`src/rtl/trace_pkg.sv`:
```
package trace_pkg;

  localparam logic [2:0] RT_SEQ    = 3'd0;
  localparam logic [2:0] RT_NTAKEN = 3'd1;
  localparam logic [2:0] RT_TAKEN  = 3'd2;
  localparam logic [2:0] RT_DJUMP  = 3'd3;
  localparam logic [2:0] RT_IJUMP  = 3'd4;
  localparam logic [2:0] RT_EXC    = 3'd5;
  localparam logic [2:0] RT_IRQ    = 3'd6;

  localparam logic [2:0] PK_SYNC   = 3'd1;
  localparam logic [2:0] PK_BRANCH = 3'd2;
  localparam logic [2:0] PK_ADDR   = 3'd3;
  localparam logic [2:0] PK_TRAP   = 3'd4;

  typedef struct packed {
    logic syncPush;
    logic mapPush;
    logic addrPush;
    logic trapPush;
    logic bitShift;
    logic bitVal;
    logic mapClear;
  } strobes_t;

endpackage

```
`src/rtl/traceCtrl.sv`:
```
module traceCtrl
  import trace_pkg::*;
(
  input  logic       clk,
  input  logic       rstN,
  input  logic       traceEnable,
  input  logic       retireValid,
  input  logic [2:0] retireType,
  input  logic       mapLastSlot,
  input  logic       fifoFull,
  output strobes_t   strb,
  output logic       overflow
);

  logic syncPending;
  logic dSync, dMap, dAddr, dTrap, dBit, anyWant, drop;

  always_comb begin
    dSync = 1'b0;
    dMap  = 1'b0;
    dAddr = 1'b0;
    dTrap = 1'b0;
    dBit  = 1'b0;
    if (traceEnable && retireValid) begin
      if (syncPending) begin
        dSync = 1'b1;
      end else begin
        unique case (retireType)
          RT_NTAKEN, RT_TAKEN: begin
            dBit = 1'b1;
            dMap = mapLastSlot;
          end
          RT_IJUMP:       dAddr = 1'b1;
          RT_EXC, RT_IRQ: dTrap = 1'b1;
          default: ;
        endcase
      end
    end
    anyWant = dSync | dMap | dAddr | dTrap;
    drop    = anyWant & fifoFull;
  end

  always_comb begin
    strb          = '0;
    strb.bitVal   = (retireType == RT_TAKEN);
    if (!traceEnable || drop) begin
      strb.mapClear = 1'b1;
    end else begin
      strb.syncPush = dSync;
      strb.mapPush  = dMap;
      strb.addrPush = dAddr;
      strb.trapPush = dTrap;
      strb.bitShift = dBit;
    end
  end

  always_ff @(posedge clk) begin
    if (!rstN) begin
      syncPending <= 1'b1;
      overflow    <= 1'b0;
    end else begin
      if (!traceEnable || drop) syncPending <= 1'b1;
      else if (strb.syncPush)   syncPending <= 1'b0;
      if (drop)                 overflow <= 1'b1;
      else if (strb.syncPush)   overflow <= 1'b0;
    end
  end


  seq_silent_chk: assert property (@(posedge clk) disable iff (!rstN)
    (traceEnable && retireValid && !syncPending &&
     (retireType == RT_SEQ || retireType == RT_DJUMP))
    |-> !(strb.syncPush || strb.mapPush || strb.addrPush || strb.trapPush));


  ovf_resync_chk: assert property (@(posedge clk) disable iff (!rstN)
    overflow |-> syncPending);

endmodule

```
`src/rtl/traceDatapath.sv`:
```
module traceDatapath
  import trace_pkg::*;
#(
  parameter int ADDR_W     = 32,
  parameter int MAP_W      = 31,
  parameter int CAUSE_W    = 7,
  parameter int FIFO_DEPTH = 4
) (
  input  logic               clk,
  input  logic               rstN,
  input  strobes_t           strb,
  input  logic [2:0]         retireType,
  input  logic [ADDR_W-1:0]  retireAddr,
  input  logic [ADDR_W-1:0]  nextAddr,
  input  logic [CAUSE_W-1:0] trapCause,
  output logic               mapLastSlot,
  output logic               fifoFull,
  output logic               outValid,
  output logic [7:0]         outData,
  input  logic               outReady
);

  localparam int ADDR_B   = ADDR_W / 8;
  localparam int MAP_B    = (MAP_W + 7) / 8;
  localparam int CNT_W    = $clog2(MAP_W + 1);
  localparam int PAY_B    = 2 + MAP_B + 2 * ADDR_B;
  localparam int PAY_W    = PAY_B * 8;
  localparam int LEN_SYNC = ADDR_B;
  localparam int LEN_MAP  = 1 + MAP_B;
  localparam int LEN_ADDR = 1 + MAP_B + ADDR_B;
  localparam int LEN_TRAP = PAY_B;
  localparam int PTR_W    = (FIFO_DEPTH > 1) ? $clog2(FIFO_DEPTH) : 1;
  localparam int OCC_W    = $clog2(FIFO_DEPTH + 1);

  logic [MAP_W-1:0]  mapReg, mapNow, bitMask;
  logic [CNT_W-1:0]  mapCnt, cntNow;
  logic [ADDR_W-1:0] lastAddr, deltaAddr;
  logic [MAP_B*8-1:0] mapBytes;
  logic [7:0]        cntByte, causeByte, hdrIn;
  logic [PAY_W-1:0]  payIn;
  logic              anyPush;

  assign bitMask     = (strb.bitShift && strb.bitVal) ? (MAP_W'(1) << mapCnt) : '0;
  assign mapNow      = mapReg | bitMask;
  assign cntNow      = mapCnt + CNT_W'(strb.bitShift);
  assign mapLastSlot = (mapCnt == CNT_W'(MAP_W - 1));
  assign mapBytes    = (MAP_B*8)'(mapNow);
  assign cntByte     = 8'(cntNow);
  assign causeByte   = 8'({retireType == RT_IRQ, trapCause});
  assign deltaAddr   = nextAddr - lastAddr;
  assign anyPush     = strb.syncPush | strb.mapPush | strb.addrPush | strb.trapPush;

  always_comb begin
    hdrIn = '0;
    payIn = '0;
    if (strb.syncPush) begin
      hdrIn = {PK_SYNC, 5'(LEN_SYNC)};
      payIn = PAY_W'(nextAddr);
    end else if (strb.trapPush) begin
      hdrIn = {PK_TRAP, 5'(LEN_TRAP)};
      payIn = PAY_W'({nextAddr, retireAddr, causeByte, mapBytes, cntByte});
    end else if (strb.addrPush) begin
      hdrIn = {PK_ADDR, 5'(LEN_ADDR)};
      payIn = PAY_W'({deltaAddr, mapBytes, cntByte});
    end else if (strb.mapPush) begin
      hdrIn = {PK_BRANCH, 5'(LEN_MAP)};
      payIn = PAY_W'({mapBytes, cntByte});
    end
  end

  always_ff @(posedge clk) begin
    if (!rstN) begin
      mapReg   <= '0;
      mapCnt   <= '0;
      lastAddr <= '0;
    end else begin
      if (strb.mapClear || anyPush) begin
        mapReg <= '0;
        mapCnt <= '0;
      end else if (strb.bitShift) begin
        mapReg <= mapNow;
        mapCnt <= cntNow;
      end
      if (anyPush && !strb.mapPush) lastAddr <= nextAddr;
    end
  end

  // packet FIFO
  logic [7:0]       hdrMem [FIFO_DEPTH];
  logic [PAY_W-1:0] payMem [FIFO_DEPTH];
  logic [PTR_W-1:0] wrPtr, rdPtr;
  logic [OCC_W-1:0] occ;
  logic [4:0]       byteIdx, curLen;
  logic [7:0]       curHdr, shiftAmt;
  logic [PAY_W-1:0] curPay;
  logic             pop;

  assign fifoFull = (occ == OCC_W'(FIFO_DEPTH));
  assign outValid = (occ != '0);
  assign curHdr   = hdrMem[rdPtr];
  assign curPay   = payMem[rdPtr];
  assign curLen   = curHdr[4:0];
  assign shiftAmt = {byteIdx - 5'd1, 3'b000};
  assign outData  = (byteIdx == 5'd0) ? curHdr : 8'(curPay >> shiftAmt);
  assign pop      = outValid && outReady && (byteIdx == curLen);

  function automatic logic [PTR_W-1:0] ptrInc(input logic [PTR_W-1:0] p);
    return (p == PTR_W'(FIFO_DEPTH - 1)) ? '0 : p + PTR_W'(1);
  endfunction

  always_ff @(posedge clk) begin
    if (anyPush) begin
      hdrMem[wrPtr] <= hdrIn;
      payMem[wrPtr] <= payIn;
    end
  end

  always_ff @(posedge clk) begin
    if (!rstN) begin
      wrPtr   <= '0;
      rdPtr   <= '0;
      occ     <= '0;
      byteIdx <= '0;
    end else begin
      if (anyPush) wrPtr <= ptrInc(wrPtr);
      if (pop) begin
        rdPtr   <= ptrInc(rdPtr);
        byteIdx <= '0;
      end else if (outValid && outReady) begin
        byteIdx <= byteIdx + 5'd1;
      end
      occ <= occ + OCC_W'(anyPush) - OCC_W'(pop);
    end
  end


  push_room_chk: assert property (@(posedge clk) disable iff (!rstN)
    anyPush |-> !fifoFull);


  stall_hold_chk: assert property (@(posedge clk) disable iff (!rstN)
    (outValid && !outReady) |=> (outValid && $stable(outData)));


  map_bound_chk: assert property (@(posedge clk) disable iff (!rstN)
    mapCnt < CNT_W'(MAP_W));


  bit_step_chk: assert property (@(posedge clk) disable iff (!rstN)
    (strb.bitShift && !anyPush && !strb.mapClear) |=> (mapCnt == $past(mapCnt) + CNT_W'(1)));

endmodule

```
`src/rtl/branchTraceEncoder.sv`:
```
module branchTraceEncoder
  import trace_pkg::*;
#(
  parameter int ADDR_W     = 32,
  parameter int MAP_W      = 31,
  parameter int CAUSE_W    = 7,
  parameter int FIFO_DEPTH = 4
) (
  input  logic               clk,
  input  logic               rstN,
  input  logic               traceEnable,
  input  logic               retireValid,
  input  logic [2:0]         retireType,
  input  logic [ADDR_W-1:0]  retireAddr,
  input  logic [ADDR_W-1:0]  nextAddr,
  input  logic [CAUSE_W-1:0] trapCause,
  output logic               outValid,
  output logic [7:0]         outData,
  input  logic               outReady,
  output logic               overflow
);

  strobes_t strb;
  logic     mapLastSlot, fifoFull;

  traceCtrl u_ctrl (
    .clk         (clk),
    .rstN        (rstN),
    .traceEnable (traceEnable),
    .retireValid (retireValid),
    .retireType  (retireType),
    .mapLastSlot (mapLastSlot),
    .fifoFull    (fifoFull),
    .strb        (strb),
    .overflow    (overflow)
  );

  traceDatapath #(
    .ADDR_W     (ADDR_W),
    .MAP_W      (MAP_W),
    .CAUSE_W    (CAUSE_W),
    .FIFO_DEPTH (FIFO_DEPTH)
  ) u_dp (
    .clk         (clk),
    .rstN        (rstN),
    .strb        (strb),
    .retireType  (retireType),
    .retireAddr  (retireAddr),
    .nextAddr    (nextAddr),
    .trapCause   (trapCause),
    .mapLastSlot (mapLastSlot),
    .fifoFull    (fifoFull),
    .outValid    (outValid),
    .outData     (outData),
    .outReady    (outReady)
  );

endmodule

```
`config.mk`:
```
export PLATFORM = sky130hd
export DESIGN_NAME = branchTraceEncoder
export DESIGN_NICKNAME = d
export VERILOG_FILES = /design/src/rtl/trace_pkg.sv /design/src/rtl/traceCtrl.sv /design/src/rtl/traceDatapath.sv /design/src/rtl/branchTraceEncoder.sv
export SDC_FILE = /design/constraint.sdc
export NUM_CORES = 1
export LEC_CHECK = 0
export BUFFER_PORTS_ARGS = -buffer_cell sky130_fd_sc_hd__buf_2
export CAP_MARGIN = 20
export CORE_MARGIN = 2
export CORE_UTILIZATION = 35
export DETAILED_ROUTE_END_ITERATION = 6
export PLACE_DENSITY = 0.59
export SYNTH_ARGS = -nofsm -noshare
export SYNTH_HDL_FRONTEND = slang
export SYNTH_HIERARCHICAL = 1
export SYNTH_SLANG_ARGS = --single-unit
```
`constraint.sdc`:
```
create_clock -name clk -period 11.9 [get_ports clk]
set_clock_uncertainty 0.15 [all_clocks]
set_input_delay 0.595 -clock clk [delete_from_list [all_inputs] [get_ports clk]]
set_output_delay 0.595 -clock clk [all_outputs]
set_load 0.05 [all_outputs]
```
=== Word-level counts from Yosys, hierarchy flattened ===
Memory sizes are Yosys's and may differ from the RTL's. A register that Yosys moved wholly into a read port is not among the register bits.
Index checks and enable logic that the tools add are counted.

* $add $sub $neg: 8
* $mul: 0
* Div/mod/pow operators: 0
* $lt $le $gt $ge: 0
* Equal/unequal tests: 10
* Shifts and indexed selects: 2
* Mux-type cells: 36
* Bitwise gates (word level): 9
* Reduce and logical (&&, ||, !) cells: 17

{| class="wikitable"
|+ Operators by type and width
! cell !! number
|-
| 112-bit two-way mux || 3
|-
| 112-bit by 8-bit right shift with 8-bit output || 1
|-
| 39-bit two-way mux || 1
|-
| 8-bit two-way mux || 4
|-
| 32-bit subtractor || 1
|-
| 31-bit two-way mux || 1
|-
| 31-bit OR || 1
|-
| 1-bit by 5-bit left shift with 31-bit output (first input constant) || 1
|-
| 1-bit two-way mux || 19
|-
| 3-bit == test (second input constant) || 4
|-
| 2-bit two-way mux || 6
|-
| 2-bit OR reduction || 5
|-
| 7-bit two-way mux || 1
|-
| 1-bit OR || 6
|-
| 5-bit by 1-bit adder with 5-bit output || 1
|-
| 5-bit by 1-bit adder with 5-bit output (second input constant) || 1
|-
| 5-bit == test || 1
|-
| 5-bit == test (second input constant) || 1
|-
| 1-bit logical AND || 5
|-
| 5-bit zero test || 1
|-
| 5-bit two-way mux || 1
|-
| 5-bit by 1-bit subtractor with 5-bit output (second input constant) || 1
|-
| 2-bit by 1-bit adder with 2-bit output (second input constant) || 2
|-
| 2-bit == test (second input constant) || 2
|-
| other kinds (10) || 12
|}

* Bits in registers: 82
* Bits in latches: 0
* RAM bits: 480
* Bits in read-only memories: 0
* Input port bits: 79
* Output and inout bits: 10
* Logic and storage cells: 93
* Memories kept: 2

{| class="wikitable"
|+ Memories
! name !! depth !! width !! rd ports !! clocked after Yosys merged registers in !! write ports !! line !! RTL
|-
| u_dp.payMem || 4 || 112 || 1 || 1 || 1 || traceDatapath.sv:90 || <nowiki>logic [PAY_W-1:0] payMem [FIFO_DEPTH];</nowiki>
|-
| u_dp.hdrMem || 4 || 8 || 1 || 1 || 1 || traceDatapath.sv:89 || <nowiki>logic [7:0] hdrMem [FIFO_DEPTH];</nowiki>
|}

=== Depth between registers and ports, before layout ===
Gate-level depths: netlist (run 1).

* Word-level depth: 18
* Gate-level depth with buffers: 14
* Gate-level depth less buffers: 12

=== Cells and area by module ===
Netlist (run 1), hierarchy kept.

{| class="wikitable"
|+ Modules (own cells, without submodules)
! module !! instances !! cells an instance !! area an instance (µm²) !! sequential area each (µm²)
|-
| traceDatapath || 1 || 1644 || 23960.5 || 15574.9
|-
| traceCtrl || 1 || 27 || 211.5 || 40.0
|}

=== Worst setup path after synthesis (run 1) ===
OpenSTA, ideal clock, no wires.

* Kind: register to register
* Start: register u_dp.mapCnt[1]
* End: memory u_dp.hdrMem[0][1], enable pin
* Arrival: 6716 ps
* Data required time: 11143 ps
* Path slack: 4428 ps
* Cell stages (with the launch flop): 8
* Path buffers: 1
* Clock period less this slack: 7472 ps
* Cell sequence: dfxtp_1 -> clkbuf_1 -> nor2b_1 -> and3_1 -> nand3_1 -> nor2_1 -> nor4_2 -> nor2b_1

{| class="wikitable"
|+ RTL lines
! what !! line !! RTL
|-
| start: declaration || traceDatapath.sv:36 || <nowiki>logic [CNT_W-1:0] mapCnt, cntNow;</nowiki>
|-
| start signal: assignment || traceDatapath.sv:82 || <nowiki>mapCnt <= cntNow;</nowiki>
|-
| end: declaration || traceDatapath.sv:89 ||
|}

==> results.txt, run 1 <==
----------------------------------------------------
[Timing]
  Finish-stage setup viols ... 0
  F_max ... 0.171 GHz
  RSZ-0062 raised after global routing ... false
  Hold Slack ... 0.0840 ns
  Final worst-path cycle share ... 49.1%
  Final total negative setup slack ... 0 ns
  Fin crit period ... 5.84 ns
  Pins Over Slew Limit ... 0
  Relative max-transition margin ... 30.4%
  Slew @ Worst Pin ... 1.04 ns
  Hold Vio Cnt, Final ... 0

[Pwr]
  Cell leakage power ... 0.00935 uW
  Share of total power in the clock network ... 38.8%
  Power dissipated by switching net loads ... 1140 uW
  Combinational Power Share ... 13.3%
  Cell-internal power ... 3330 uW
  Power per unit of standard cell area ... 163 mW/mm^2
  Sw Share ... 25.6%
  IR drop worst, VDD ... 0.107 mV
  Sequential group share of total power ... 47.9%

[CTS]
  Total number of H-tree levels ... 2
  Inserted Clock Buffers ... 56
  Number of buffers inserted by post-CTS setup repair ... 0
  Clock tree sinks ... 548
  Post-cts sizing count ... 0
  Worst-path clk slew ... 0.06 ns
  # hold bufs at CTS ... 0
  Source-to-sink clock delay at the later pin of the worst-skew pair ... 0.60 ns
  Clock tree root driver cell ... clkbuf_16
  Buffer depth of the longest clock path ... 3
  TritonCTS clock tree ... yes

[Placed design]
  Cell area after placement ... 0.0256 sq mm
  Count of buffers inserted at the top-level ports ... 88
  GP Congestion ... 0.854
  Detailed-placement wirelength estimate ... 46,000 um

[Floorplan]
  Initial Utilization ... 35.3%
  Die Span X ... 267 um
  Core Box Area ... 0.0685 sq mm
  Die Y-Extent ... 267 um
  Placement Rows ... 96
  IO Pins ... 89
  Die outline area ... 0.0712 sq mm

[Logic synthesis]
  FF+latch count, synth ... 548
  Async S/R FF share, synth ... 0%
  Count of flip-flops with a built-in enable after synthesis ... 464
  Synth Instances ... 1,671
  Post-Syn Area per Cell ... 14.5 sq um
  Post-synth design cell area ... 0.0242 sq mm
  Syn Nets ... 1,795
  Most instantiated flip-flop cell in the synthesis netlist ... edfxtp_1
  Number of warnings issued by yosys ... 6
  Sequential cell area fraction in the yosys report ... 64.6%
  Distinct cell type count after synthesis ... 72

[Flow run]
  Max-cap violations ... 0

[Worst hold path]
  Classification of the worst-slack hold path ... in2reg

[Setup path]
  Crit path max-delay cell type ... dfxtp_4
  CP Data Required Time ... 11.16 ns
  Critical path launch point type ... flop
  Critical path type ... reg2out
  Gate family responsible for the most delay along the worst path ... buffers and inverters
  CP bufs+invs ... 3
  Maximum fanout along the worst path ... 45
  Slowest cell delay on critical path ... 0.88 ns
  Arrival time at the worst endpoint ... 5.10 ns
  CP endpoint kind ... output port
  Cell breakdown of the critical path ... buf_4 -> buf_4 -> mux4_2 -> mux4_2 -> mux2_2 -> o211a_1 -> buf_2

[Detailed routing]
  First DRT Iteration DRCs ... 1,542
  Router iterations before antenna repair ... 5
  Mean routed wirelength per cell ... 25.3 um
  Total routed wirelength ... 67,900 um
  Remaining design rule violation count ... 0
  Remaining antenna violation count ... 0
  Overall via count from detail_route ... 14.6k
  Via-per-instance ratio ... 5.44

[Final layout]
  Fraction of final layout cells sized beyond drive strength 1 ... 18.4%
  Total number of nets in the final design ... 1,876
  Final cell area excluding filler cells ... 0.0274 sq mm
  Area added between synthesis and finish ... 13.3%
  Fill cells ... 6,346

[Global routing]
  Number of antenna violations at the first check in global routing ... 2
  Maximum number of pins on one net before global-route repair ... 65
  Global-route usage over all layers ... 19.2%
  Wire length of the first global-routing pass ... 99,800 um
  Vias in the first global route ... 14.7k
  Total gr overflow ... 0

[Status]
  Result of the run ... complete, no violations

----------------------------------------------------
==> metrics by stage <==
step	std cells	power [uW]	worst slack (ns)	util (%)
after floorplan	1671	2550	4.43	-
after global placement	2575	2770	6.45	37.3
after detailed placement	2576	2780	6.49	37.3
after CTS	2680	4510	5.84	40.0
after global routing	2680	4630	5.64	40.0
final	2681	4480	6.06	40.0
==> flip-flops by register name, indices dropped and copies added (netlist names), named ones only <==
signal	count
u_dp/rdPtr	2
u_dp/mapCnt	5
u_ctrl/overflow	1
u_dp/mapReg	31
u_ctrl/syncPending	1
u_dp/hdrMem	20
u_dp/wrPtr	2
u_dp/payMem	444
u_dp/occ	3
u_dp/lastAddr	32
u_dp/byteIdx	5
==> cells in the mapped netlist, drive strengths merged, types with 5 or more instances <==
library cell,n,area share [%]
a21boi,35,1.1
nor2,87,1.4
inv,66,1.0
o221ai,8,0.29
o31ai,7,0.22
nand4,12,0.34
a211oi,8,0.25
mux4,110,10
a21o,11,0.34
xor2,15,0.54
o211ai,5,0.16
nand2b,8,0.21
edfxtp,464,58
nor3,16,0.33
a21oi,65,1.3
a31oi,14,0.36
nor2b,25,0.65
and3,6,0.16
mux2i,54,2.2
xnor2,29,1.1
o22ai,19,0.49
nand3,22,0.46
ha,43,2.2
o21ai,86,1.8
clkbuf,52,0.81
buf,37,0.91
or3,5,0.13
and2,52,1.3
dfxtp,84,7.0
nand2,159,2.5
==> area by class of cell <==
| type | instances | area [sq um] | share of cell area [%] |
|---|---|---|---|
| tap | 882 | 1100 | 4.03 |
| clock inverter | 27 | 273 | 0.996 |
| clock buffer | 77 | 1540 | 5.63 |
| inverter | 67 | 251 | 0.918 |
| timing repair buffer | 112 | 628 | 2.29 |
| antenna | 1 | 2.50 | 0.00914 |
| sequential | 548 | 15600 | 57.1 |
| multi-input combinational | 967 | 7960 | 29.1 |
==> kinds of logic (layout without fill, tap and decap cells) <==
group                    count (synthesis)  after routing  share of synthesized area, %
flip-flops                             548            548                          64.6
AND/OR/NAND/NOR                        410            410                          8.10
AO/OA/AOI/OAI                          300            300                          7.88
multiplexers                           168            168                          12.7
buffers and inverters                  156            283                          2.76
adder cells (fa/ha/maj)                 45             45                          2.39
XOR/XNOR                                44             44                          1.59
other                                    0              1                             0
==> worst register-to-register path, cell delays in order (launching register included) <==
cell and delay [ns]:
dfxtp_1 0.55, nor2b_1 0.51, and3_1 0.35, nand3_1 0.09, nor2_1 0.34, nor4_2 0.09
buf_4 0.24, nor2b_4 0.70, buf_4 0.75, buf_4 0.77
==> cells in the final DEF (no fill, tap or decap), drive strengths merged, types with 22 or more instances in the layout <==
cell type	instances
a21boi	35
a21oi	65
and2	52
buf	112
clkbuf	77
dfxtp	84
edfxtp	464
ha	43
inv	67
mux2i	54
mux4	110
nand2	159
nand3	22
nor2	87
nor2b	25
o21ai	86
xnor2	29
==> metal layers <==
metal  track usage (%)  part of all wire [%]  vias up
met5                 0                 0.010        -
met4              5.25                   2.2        2
met3              2.81                   6.4       75
met2              30.9                    47      479
met1              27.0                    44     7488
li1                  -                     -     6533
==> power groups by stage <==
stage	clock (uW)	sequential, uW	combinational, uW
2_1_floorplan	0	2190	368
3_3_place_gp	0	2180	591
3_5_place_dp	0	2180	596
4_1_cts	1770	2140	597
5_1_grt	1840	2150	635
6_report	1740	2140	594
==> final timing paths <==
check	start	endpoint	slack, ns	cells after the start
worst max-delay path	flop	outData[4]	6.06	7
worst min-delay path	traceEnable	u_ctrl/syncPending	0.08	2
worst max register to register	u_dp/mapCnt[1]	u_dp/hdrMem[3][5]	6.93	9
worst min register to register	u_dp/lastAddr[2]	u_dp/lastAddr[2]	0.32	2
Note: power is estimated with default switching activity, not from simulation.
==> inputs of run 2 (changes only) <==
- ABC_AREA: unset -> 1
- PLACE_DENSITY: 0.59 -> 0.61
- clock period: 11.9 -> 5.1 ns (I/O delays scaled with it)
==> results.txt, run 2 <==
----------------------------------------------------
[Status]
  Result of the run ... complete, no violations

[Final layout]
  Area of the multi-input gates ... 0.00813 sq mm
  Number of standard cells in the final layout excluding fillers ... 3,847
  Fill cells ... 6,936
  Register name with the most flops ... u_dp/payMem
  Fraction of final layout cells sized beyond drive strength 1 ... 8.18%
  Most common cell after layout, fill and taps aside ... nand2_1
  Commonest cells after routing, fill and taps aside ... nand2_1, edfxtp_1, nor2_1
  Area added between synthesis and finish ... 15.8%
  Largest regs ... u_dp/payMem x444, u_dp/lastAddr x32, u_dp/mapReg x31
  Final core utilization ... 41.1%
  Flip-flop count of the largest register after layout ... 444
  Total number of nets in the final design ... 2,974
  Sequential cell area ... 0.0156 sq mm
  Antenna diode count ... 0

[Timing]
  Hold Slack ... 0.0388 ns
  Slew @ Worst Pin ... 0.963 ns
  Relative max-transition margin ... 35.2%
  RSZ-0062 raised after global routing ... false
  Hold Vio Cnt, Final ... 0
  Pins Over Slew Limit ... 0
  Finish-stage setup viols ... 0
  Fin crit period ... 4.24 ns
  Final worst-path cycle share ... 83.1%
  F_max ... 0.236 GHz
  Final total negative setup slack ... 0 ns

[Setup path]
  Slowest cell delay on critical path ... 0.56 ns
  CP endpoint kind ... flop
  R2r setup slk ... 0.86 ns
  CP Data Required Time ... 5.52 ns
  Crit path max-delay cell type ... nor3_1
  Count of cells along the worst register-to-register path ... 15
  Critical path type ... reg2reg
  Maximum fanout along the worst path ... 33
  Cell breakdown of the critical path ... nand2_1 -> nor3_1 -> nand3_1 -> nand3_1 -> nand2_2 -> nand3_1 -> inv_1 -> inv_1 -> nand3_2 -> nor2_4 -> inv_2 -> nor3_2 -> inv_2 -> or2_2 -> inv_1
  Critical path launch point type ... flop
  Arrival time at the worst endpoint ... 4.66 ns
  Crit Reg-Reg Endpoint ... u_dp/mapReg[15]
  Critical R2R Launch ... u_dp/mapCnt[2]

[Logic synthesis]
  Number of warnings issued by yosys ... 6
  Distinct cell type count after synthesis ... 39
  Post-synth design cell area ... 0.0254 sq mm
  FF+latch count, synth ... 548
  Library cell with the largest summed area after synthesis ... edfxtp_1
  Synth Instances ... 2,724
  Count leader, synth ... nand2_1
  Syn Nets ... 2,848
  Portion of synthesized cell area occupied by the leading cell type ... 54.8%
  Count of flip-flops with a built-in enable after synthesis ... 464
  Post-Syn Area per Cell ... 9.34 sq um
  Most instantiated flip-flop cell in the synthesis netlist ... edfxtp_1
  Sequential cell area fraction in the yosys report ... 61.4%
  Cell types occupying the most area after synthesis ... edfxtp_1, nand2_1, dfxtp_1, nor2_1, nand3_1
  Async S/R FF share, synth ... 0%
  Leading cell types by count after synthesis ... nand2_1, edfxtp_1, nor2_1

[Floorplan]
  Placement Rows ... 98
  Die outline area ... 0.0748 sq mm
  Core Box Area ... 0.0717 sq mm
  IO Pins ... 89
  Die Y-Extent ... 274 um
  Die Span X ... 274 um
  Initial Utilization ... 35.5%

[Placed design]
  Count of buffers inserted at the top-level ports ... 88
  Detailed-placement wirelength estimate ... 51,100 um
  Post-placement cell count ... 3,678
  GP Congestion ... 0.906

[Detailed routing]
  Router iterations before antenna repair ... 5
  First DRT Iteration DRCs ... 1,964
  Mean routed wirelength per cell ... 19.7 um
  Remaining antenna violation count ... 0
  Total routed wirelength ... 75,900 um
  Overall via count from detail_route ... 19.6k
  Remaining design rule violation count ... 0
  Via-per-instance ratio ... 5.09

[Global routing]
  Number of antenna violations at the first check in global routing ... 3
  Global routing met2 resource utilization ... 32.1%
  Most crowded layer after global routing ... met2
  Met3 layer usage reported by global route ... 3.10%
  Maximum number of pins on one net before global-route repair ... 95
  Global-route usage over all layers ... 20.0%
  Total gr overflow ... 0
  Wire length of the first global-routing pass ... 113,000 um
  Vias in the first global route ... 18.0k
  Met1 layer usage reported by global route ... 28.3%

[Worst hold path]
  Worst min-delay path endpoint ... u_dp/payMem[0][61]
  Hold path startpoint ... retireAddr[13]
  Hold Path Depth ... 3
  Classification of the worst-slack hold path ... in2reg

[Pwr]
  Power per unit of standard cell area ... 329 mW/mm^2
  IR drop worst, VDD ... 0.254 mV
  Cell leakage power ... 0.0120 uW
  Total power after layout ... 9700 uW

[CTS]
  Clock tree root driver cell ... clkbuf_16
  Buffer depth of the longest clock path ... 3
  Clock tree sinks ... 548
  Source-to-sink clock delay at the later pin of the worst-skew pair ... 0.62 ns
  Worst-path clk slew ... 0.06 ns
  Post-cts sizing count ... 0
  TritonCTS clock tree ... yes
  Total number of H-tree levels ... 2
  Inserted Clock Buffers ... 56
  Number of buffers inserted by post-CTS setup repair ... 0
  # hold bufs at CTS ... 64

[Flow run]
  Max-cap violations ... 0

----------------------------------------------------
==> run 2: changes by cell type in the layout (fill, tap and decap cells not counted), sizes merged, moves of 26 or more <==
cell | previous run | this run
xnor2 | 29 | 3
dlygate4sd3 | 0 | 64
o21ai | 86 | 224
mux4 | 110 | 0
nor2 | 87 | 377
nand2 | 159 | 639
a21oi | 65 | 132
inv | 67 | 293
a21boi | 35 | 2
and2 | 52 | 2
nand3 | 22 | 225
mux2i | 54 | 1
==> run 2: worst max path at each step <==
stage	startpoint	endpoint	depth (start not counted)
floorplan	u_dp/mapCnt[3]	u_dp/hdrMem[3][1]	14
global placement	u_dp/mapCnt[2]	u_dp/mapReg[15]	15
detailed placement	u_dp/mapCnt[2]	u_dp/mapReg[15]	15
CTS	u_dp/mapCnt[2]	u_dp/mapReg[15]	15
global route	u_dp/mapCnt[2]	u_dp/mapReg[15]	15
finish	u_dp/mapCnt[2]	u_dp/mapReg[15]	15
==> run 2: cell type report <==
| cell class | instances | share of cell area, % |
|---|---|---|
| clock inverter | 22 | 0.735 |
| clock buffer | 83 | 5.38 |
| inverter | 295 | 3.82 |
| timing repair buffer | 195 | 5.36 |
| sequential | 548 | 53.1 |
| tap | 950 | 4.04 |
| multi-input combinational | 1754 | 27.6 |
==> run 2: critical path: cells and delay by family, from the launching register on <==
family,cells,cell delay (ns)
simple gates,10,2.35
flops,1,0.53
buf+inv,5,1.12
==> run 2: logic make-up after synthesis <==
kind of cell | Yosys count | share of synthesized area (%)
AND/OR/NAND/NOR | 1276 | 20.4
flip-flops | 548 | 61.4
buffers and inverters | 422 | 6.74
AO/OA/AOI/OAI | 419 | 8.72
adder cells (fa/ha/maj) | 45 | 2.27
XOR/XNOR | 13 | 0.448
multiplexers | 1 | 0.0394
==> run 2: per-stage QoR <==
step / setup slack, ns / instance area, sq um
2_1_floorplan: 0.665 / 25400
3_3_place_gp: 1.02 / 27000
3_5_place_dp: 0.919 / 27000
4_1_cts: 0.885 / 29400
5_1_grt: 0.573 / 29400
6_report: 0.860 / 29400
==> run 2: power breakdown <==
part / switching (uW) / total, uW / internal, uW
Clock: 1720 / 4060 / 2340
Sequential: 22.3 / 4890 / 4870
Combinational: 511 / 748 / 237
Total: 2250 / 9700 / 7450
==> run 2: layer usage <==
metal | wire, um | vias up
met3 | 5820 | 112
met4 | 1750 | 4
li1 | - | 9350
met1 | 33300 | 9401
met5 | 26 | -
met2 | 35000 | 725
